[config.mk]
export PLATFORM = sky130hd
export DESIGN_NAME = mdrop_wake_filter
export DESIGN_NICKNAME = d
export VERILOG_FILES = /design/src/rtl/mdf_pkg.sv /design/src/rtl/mdf_mode_dec.sv /design/src/rtl/mdf_tx_tag.sv /design/src/rtl/mdf_rx_gate.sv /design/src/rtl/mdrop_wake_filter.sv
export SDC_FILE = /design/constraint.sdc
export NUM_CORES = 1
export LEC_CHECK = 0
export CAP_MARGIN = 10
export CORE_MARGIN = 3
export CORE_UTILIZATION = 37
export CTS_CLUSTER_DIAMETER = 200
export DETAILED_ROUTE_END_ITERATION = 10
export PLACE_DENSITY = 0.89
export SLEW_MARGIN = 20
export SYNTH_ARGS = -nofsm -noshare
export SYNTH_HDL_FRONTEND = slang
export SYNTH_SLANG_ARGS = --single-unit
[constraint.sdc]
create_clock -name clk -period 1 [get_ports clk]
set_input_delay 0.2 -clock clk [delete_from_list [all_inputs] [get_ports clk]]
set_output_delay 0.2 -clock clk [all_outputs]
set_load 0.02 [all_outputs]
[src/rtl/mdf_pkg.sv]
package mdf_pkg;
  localparam logic [1:0] MODE_MDROP = 2'b11;
  localparam int ST_W   = 8;
  localparam int ST_TAG = 5;
  localparam int ST_FRM = 6;
  localparam int ST_BRK = 7;
endpackage

[src/rtl/mdf_mode_dec.sv]
module mdf_mode_dec (
  input  logic [1:0] mode_sel,
  output logic       md_on
);
  import mdf_pkg::*;
  always_comb md_on = (mode_sel == MODE_MDROP);
endmodule

[src/rtl/mdf_tx_tag.sv]
module mdf_tx_tag #(
  parameter int DATA_W = 8,
  parameter int STOP_W = 1,
  localparam int FRAME_W = DATA_W + 2 + STOP_W,
  localparam int LEN_W   = $clog2(FRAME_W + 1)
) (
  input  logic               clk,
  input  logic               rst_n,
  input  logic               md_on,
  input  logic               mode_tag,
  input  logic               thr_wr,
  input  logic [DATA_W-1:0]  thr_data,
  output logic               tx_vld,
  output logic [FRAME_W-1:0] tx_frame,
  output logic [LEN_W-1:0]   tx_len
);
  localparam int TAG_POS = DATA_W + 1;
  localparam logic [LEN_W-1:0] LEN_MD = LEN_W'(FRAME_W);
  localparam logic [LEN_W-1:0] LEN_PL = LEN_W'(FRAME_W - 1);

  logic [FRAME_W-1:0] frame_nxt;
  logic [LEN_W-1:0]   len_nxt;
  logic [FRAME_W-1:0] body;

  // data slots occupy bits 1..DATA_W
  genvar g;
  generate
    for (g = 0; g < FRAME_W; g++) begin : g_slot
      if (g == 0) begin : g_start
        assign body[g] = 1'b0;
      end else if (g <= DATA_W) begin : g_data
        assign body[g] = thr_data[g-1];
      end else begin : g_mark
        assign body[g] = 1'b1;
      end
    end
  endgenerate

  always_comb begin
    frame_nxt = body;
    len_nxt   = LEN_PL;
    if (md_on) begin
      frame_nxt[TAG_POS] = mode_tag;
      len_nxt            = LEN_MD;
    end
  end

  always_ff @(posedge clk or negedge rst_n) begin
    if (!rst_n) begin
      tx_vld   <= 1'b0;
      tx_frame <= '1;
      tx_len   <= '0;
    end else begin
      tx_vld <= thr_wr;
      if (thr_wr) begin
        tx_frame <= frame_nxt;
        tx_len   <= len_nxt;
      end
    end
  end
endmodule

[src/rtl/mdf_rx_gate.sv]
module mdf_rx_gate #(
  parameter int DATA_W = 8
) (
  input  logic                    clk,
  input  logic                    rst_n,
  input  logic                    md_on,
  input  logic                    rx_vld,
  input  logic [DATA_W-1:0]       rx_data,
  input  logic                    rx_tag,
  input  logic                    rx_par_err,
  input  logic                    rx_frm_err,
  input  logic                    rx_brk,
  input  logic                    rx_en,
  input  logic                    fifo_full,
  output logic                    rx_load,
  output logic [DATA_W-1:0]       rx_wdata,
  output logic [mdf_pkg::ST_W-1:0] rx_wstat,
  output logic                    rx_ovr,
  output logic                    rx_frm_flag,
  output logic                    rx_brk_flag
);
  import mdf_pkg::*;

  logic            admit;
  logic            load_nxt;
  logic            ovr_nxt;
  logic [ST_W-1:0] stat_nxt;

  always_comb begin
    admit    = rx_en | (md_on & rx_tag);
    load_nxt = rx_vld & admit & ~fifo_full;
    ovr_nxt  = rx_vld & admit & fifo_full;
    stat_nxt = '0;
    stat_nxt[ST_BRK] = rx_brk;
    stat_nxt[ST_FRM] = rx_frm_err;
    stat_nxt[ST_TAG] = md_on ? rx_tag : rx_par_err;
  end

  always_ff @(posedge clk or negedge rst_n) begin
    if (!rst_n) begin
      rx_load     <= 1'b0;
      rx_ovr      <= 1'b0;
      rx_frm_flag <= 1'b0;
      rx_brk_flag <= 1'b0;
      rx_wdata    <= '0;
      rx_wstat    <= '0;
    end else begin
      rx_load     <= load_nxt;
      rx_ovr      <= ovr_nxt;
      rx_frm_flag <= rx_vld & rx_frm_err;
      rx_brk_flag <= rx_vld & rx_brk;
      if (load_nxt) begin
        rx_wdata <= rx_data;
        rx_wstat <= stat_nxt;
      end
    end
  end
endmodule

[src/rtl/mdrop_wake_filter.sv]
module mdrop_wake_filter #(
  parameter int DATA_W = 8,
  parameter int STOP_W = 1,
  localparam int FRAME_W = DATA_W + 2 + STOP_W,
  localparam int LEN_W   = $clog2(FRAME_W + 1)
) (
  input  logic               clk,
  input  logic               rst_n,
  input  logic [1:0]         mode_sel,
  input  logic               mode_tag,
  input  logic               thr_wr,
  input  logic [DATA_W-1:0]  thr_data,
  output logic               tx_vld,
  output logic [FRAME_W-1:0] tx_frame,
  output logic [LEN_W-1:0]   tx_len,
  input  logic               rx_vld,
  input  logic [DATA_W-1:0]  rx_data,
  input  logic               rx_tag,
  input  logic               rx_par_err,
  input  logic               rx_frm_err,
  input  logic               rx_brk,
  input  logic               rx_en,
  input  logic               fifo_full,
  output logic               rx_load,
  output logic [DATA_W-1:0]  rx_wdata,
  output logic [7:0]         rx_wstat,
  output logic               rx_ovr,
  output logic               rx_frm_flag,
  output logic               rx_brk_flag
);
  logic md_on;

  mdf_mode_dec u_dec (
    .mode_sel (mode_sel),
    .md_on    (md_on)
  );

  mdf_tx_tag #(.DATA_W(DATA_W), .STOP_W(STOP_W)) u_tx (
    .clk      (clk),
    .rst_n    (rst_n),
    .md_on    (md_on),
    .mode_tag (mode_tag),
    .thr_wr   (thr_wr),
    .thr_data (thr_data),
    .tx_vld   (tx_vld),
    .tx_frame (tx_frame),
    .tx_len   (tx_len)
  );

  mdf_rx_gate #(.DATA_W(DATA_W)) u_rx (
    .clk         (clk),
    .rst_n       (rst_n),
    .md_on       (md_on),
    .rx_vld      (rx_vld),
    .rx_data     (rx_data),
    .rx_tag      (rx_tag),
    .rx_par_err  (rx_par_err),
    .rx_frm_err  (rx_frm_err),
    .rx_brk      (rx_brk),
    .rx_en       (rx_en),
    .fifo_full   (fifo_full),
    .rx_load     (rx_load),
    .rx_wdata    (rx_wdata),
    .rx_wstat    (rx_wstat),
    .rx_ovr      (rx_ovr),
    .rx_frm_flag (rx_frm_flag),
    .rx_brk_flag (rx_brk_flag)
  );
endmodule

### Word-level counts from Yosys, hierarchy flattened

Cells that the tools add are included.

* register bits after elaboration: 30
* word-level logic and storage cells: 21

* equal/unequal tests: 1
* muxes and demuxes: 3
* bitwise operators: 8

Operator list (number)
* $and A1 B1 Y1: 6
* $mux W1: 3
* $eq A2 B2 Y1 const B: 1
* $not A1 Y1: 1
* $or A1 B1 Y1: 1

### Longest topological paths before layout

* word-level depth: 5
* mapped depth: 4

### Hierarchy

A second synthesis with hierarchy kept.

* cell total of the unflattened synthesis: 78
* area, all modules: 1199.9 µm²

Modules (own cells, without submodules)
* mdf_rx_gate: instances 1, cells each 44, area an instance 664.4 µm², sequential area each 375.4 µm²
* mdf_tx_tag: instances 1, cells each 33, area an instance 529.3 µm², sequential area each 337.8 µm²
* mdf_mode_dec: instances 1, cells each 1, area an instance 6.3 µm², sequential area each 0.0 µm²

### Worst setup path after synthesis

OpenSTA, ideal clock, no wires.

* kind: input -> register
* start point: in fifo_full
* end point: reg u_rx.rx_wdata[0]
* setup time: 0.125 ns
* arrival: 0.960 ns
* setup slack: -0.085 ns
* stages: 4
* path buffers: 1
* cell sequence: nand2b_1 > nor2_2 > buf_6 > mux2_4

* word-level cells in the longest chain between the ends: 2

Ends and longest elaborated chain
* start: declaration: RTL line mdrop_wake_filter.sv:23 `input logic fifo_full,`
* $not A1 Y1: RTL line mdf_rx_gate.sv:31 `load_nxt = rx_vld & admit & ~fifo_full;`
* $and A1 B1 Y1: RTL line mdf_rx_gate.sv:31
* named net u_rx.load_nxt: RTL line mdf_rx_gate.sv:25 `logic load_nxt;`
* end signal: assignment: RTL line mdf_rx_gate.sv:53 `rx_wdata <= rx_data;`
* end: declaration: RTL line mdf_rx_gate.sv:16 `output logic [DATA_W-1:0] rx_wdata,`

The timed path passes the listed nets, and every way through them passes these cells.
A chain may end at the register's enable or synchronous reset.

### Worst setup path in the final report

* start point: reg u_tx.tx_frame[8]
* end point: out tx_frame[8]

RTL lines
* start: declaration: RTL line mdf_tx_tag.sv:14 `output logic [FRAME_W-1:0] tx_frame,`
* start signal: assignment: RTL line mdf_tx_tag.sv:56 `tx_frame <= frame_nxt;`
* end: declaration: RTL line mdrop_wake_filter.sv:14 `output logic [FRAME_W-1:0] tx_frame,`

No word-level cell between the ends.

==> metrics.yaml <==
status: "finished with violations"
violations: "negative setup slack"
synth_commonest_cells: "dfrtp_1 (18), dfstp_2 (10), mux2_2 (9), mux2_4 (9), buf_4 (8)"
r2r_start: "u_rx.rx_wdata[0]$_DFFE_PN0P_"
r2r_setup_slack_ns: 0.09
antenna_found_initial: 0
crit_type: "flip-flop to output pin"
yosys.area.top_type_share: 0.3922
grt_use_total: 0.1421
ioPinCount: 65
layout.cells.non_filler: 185
cts.hold.buffers_added: 0
core_area_um2: 2853
clockPowerShare: 0.233
clk_latency_ns: 0.32
ys_seq_area_frac: 0.6209
diodes: 0
grt_pass1_wl_mm: 3.795
synthArstFlopShare: 1.000
drive_gt1_frac: 0.5519
cts_max_level: 1
initial_core_util: 0.4026
yosysTopAreaCell: "dfrtp_1"
grt_max_degree: 29
skew_ns: 0
dpl_cell_area_um2: 1894
firstDrtPassIters: 4
worstSetupStartpoint: "u_tx.tx_frame[8]$_DFFE_PN1P_"
postSynthCellCount: 79
peakVddDrop_v: 0.0007144
cts_root_buffer: "clkbuf_4"
cp-end-kind: "output pin"
post-route-drc-count: 0
synth_area_per_cell_um2: 14.54
portBuffers: 57
cpMaxStageDelayCell: "dfstp_2"
clk_path_buf_depth: 2
hpwl_mm: 2.034
crit_arrival_ns: 1.01
cts_sinks: 28
setup_ws_ns: -0.2055
crit_end: "tx_frame[8]"
cp.depth: 1
dieArea_um2: 3809
fin_crit_sh: 1.205
reg2reg_to: "u_rx.rx_wdata[0]$_DFFE_PN0P_"
via_count: 836
sw_frac_of_total: 0.2587
seqPwrFrac: 0.443
crit_chain: "buf_6"
gp_congestion: 0.7067
finalNetCount: 184
clk_pin_slew_worst_paths_ns: 0.14
path_max_fanout: 2
drt_iter0_drc: 23
fp.dieW_um: 61.72
finalSetupViolCount: 29
wl_mm: 2.557
finish.instance_area_um2: 2001
synth_ff_type: "dfrtp_1"
dp.cells: 180
synth-edff-count: 0
whs_ns: 0.2027
rows: 19
die_h_um: 61.72
yosys-top-cells-area: "dfrtp_1 (39%), dfstp_2 (23%), mux2_4 (12%), mux2_2 (8.8%), buf_4 (5.2%)"
hold_class: "input port to async pin"
final.min_clock_period_ns: 1.205
overflow: 0
tritoncts: "yes"
ys_seq_elements: 28
ys_types: 22
setup_tns_ns: -3.496
yosysWarnings: 0
power.internal_w: 0.002320
wl_per_cell_um: 13.82
rsz0062_at_grt: "yes"
syn_to_final_growth_pct: 74.18
numCtsBuffers: 3
drtAntennaViolNets: 0
yosysMostFrequentCell: "dfrtp_1"
max_freq_ghz: 0.8295
reg2regPathDepth: 2
p_switching_w: 0.0008097
crit_path_start_kind: "flip-flop"
fin_util: 0.7013
p_per_area_nw_per_um2: 1564
syn_area_um2: 1149
finalHoldViolations: 0
cellLeakagePower_nw: 0.9262
critPathBufInv: 1
required_ns: 0.80
cpPeakStageDelay_ns: 0.57
cap_viol_max_count: 0
first_global_vias: 796
timing.final.max_slew_violations: 0
pwr-share-comb: 0.324
crit_family: "flip-flops"
via_per_inst: 4.519
[metrics by stage]
stage	setup WS [ns]	power, W
floorplan	-0.003221	0.001792
global placement	-0.5703	0.002337
detailed placement	-0.6059	0.002363
global route	-0.2563	0.003285
finish	-0.2055	0.003130
CTS	-0.2264	0.003169
[final cells by class]
type / count / area (um2)
fillers: 188 / 852.1
repair buffers: 76 / 797.0
flip-flops and latches: 28 / 713.2
multi-input cells: 44 / 391.6
well taps: 31 / 38.79
clock inverters: 1 / 30.03
clock buffers: 3 / 22.52
inverters: 2 / 7.507
[cells in the final DEF, fill, tap and decap left out]
cell type,instances
nor2_1,3
buf_12,3
clkdlybuf4s50_1,22
inv_1,2
nand3_1,1
mux2_2,9
or2_2,1
dlygate4sd2_1,4
clkdlybuf4s15_1,2
nor2b_1,1
bufinv_16,1
and3_2,1
dfrtp_1,18
buf_6,33
nand2b_4,1
nor2_4,1
a31oi_1,1
a31oi_4,1
buf_4,12
o21ai_0,3
conb_1,7
dfstp_2,10
a21oi_1,1
and2_1,2
nand2_1,2
mux2_4,9
clkbuf_4,3
[power groups by stage]
stage               Combinational (W)  Sequential (W)  Clock (W)
finish                        0.00101         0.00139   0.000730
global route                  0.00108         0.00141   0.000799
floorplan                    0.000242         0.00155          0
CTS                           0.00102         0.00139   0.000763
global placement             0.000962         0.00138          0
detailed placement           0.000982         0.00138          0
[flip-flops by register name, summed over array words and instances (netlist names)]
name / cells
u_rx.rx_brk_flag: 1
u_rx.rx_frm_flag: 1
u_rx.rx_load: 1
u_rx.rx_ovr: 1
u_rx.rx_wdata: 8
u_rx.rx_wstat: 3
u_tx.tx_frame: 10
u_tx.tx_len: 2
u_tx.tx_vld: 1
[per-layer routing]
metal	global-route usage	share of wire
met5	0	0
met4	0.07879	0.011
met3	0.04339	0.082
met2	0.2332	0.51
met1	0.1651	0.39
[worst min-delay path by stage]
stage                                 start                            to  slack (ns)  cells after the start
6_report                              rst_n  u_rx.rx_wstat[5]$_DFFE_PN0P_        0.20                      2
5_1_grt                               rst_n  u_rx.rx_wstat[5]$_DFFE_PN0P_        0.19                      2
4_1_cts                               rst_n  u_rx.rx_wdata[5]$_DFFE_PN0P_        0.20                      2
3_5_place_dp   u_tx.tx_frame[0]$_DFFE_PN1P_  u_tx.tx_frame[0]$_DFFE_PN1P_        0.48                      1
3_3_place_gp   u_tx.tx_frame[0]$_DFFE_PN1P_  u_tx.tx_frame[0]$_DFFE_PN1P_        0.47                      1
2_1_floorplan                         rst_n    u_rx.rx_brk_flag$_DFF_PN0_        -0.1                      0
[cell families after synthesis]
logic type | count (synthesis) | share of synthesized area
buf+inv | 12 | 0.07298
simple gates | 13 | 0.05993
mux | 18 | 0.2059
compound gates | 6 | 0.03376
other cells | 2 | 0.006538
flops | 28 | 0.6209
[timing repair]
action | in CTS | in global routing
pin swaps | 1 | 1
resized for setup | 181 | 5
buffers inserted | 6 | 3
endpoints found under the setup margin | 40 | 36
Note: power is estimated with default switching activity, not from simulation.
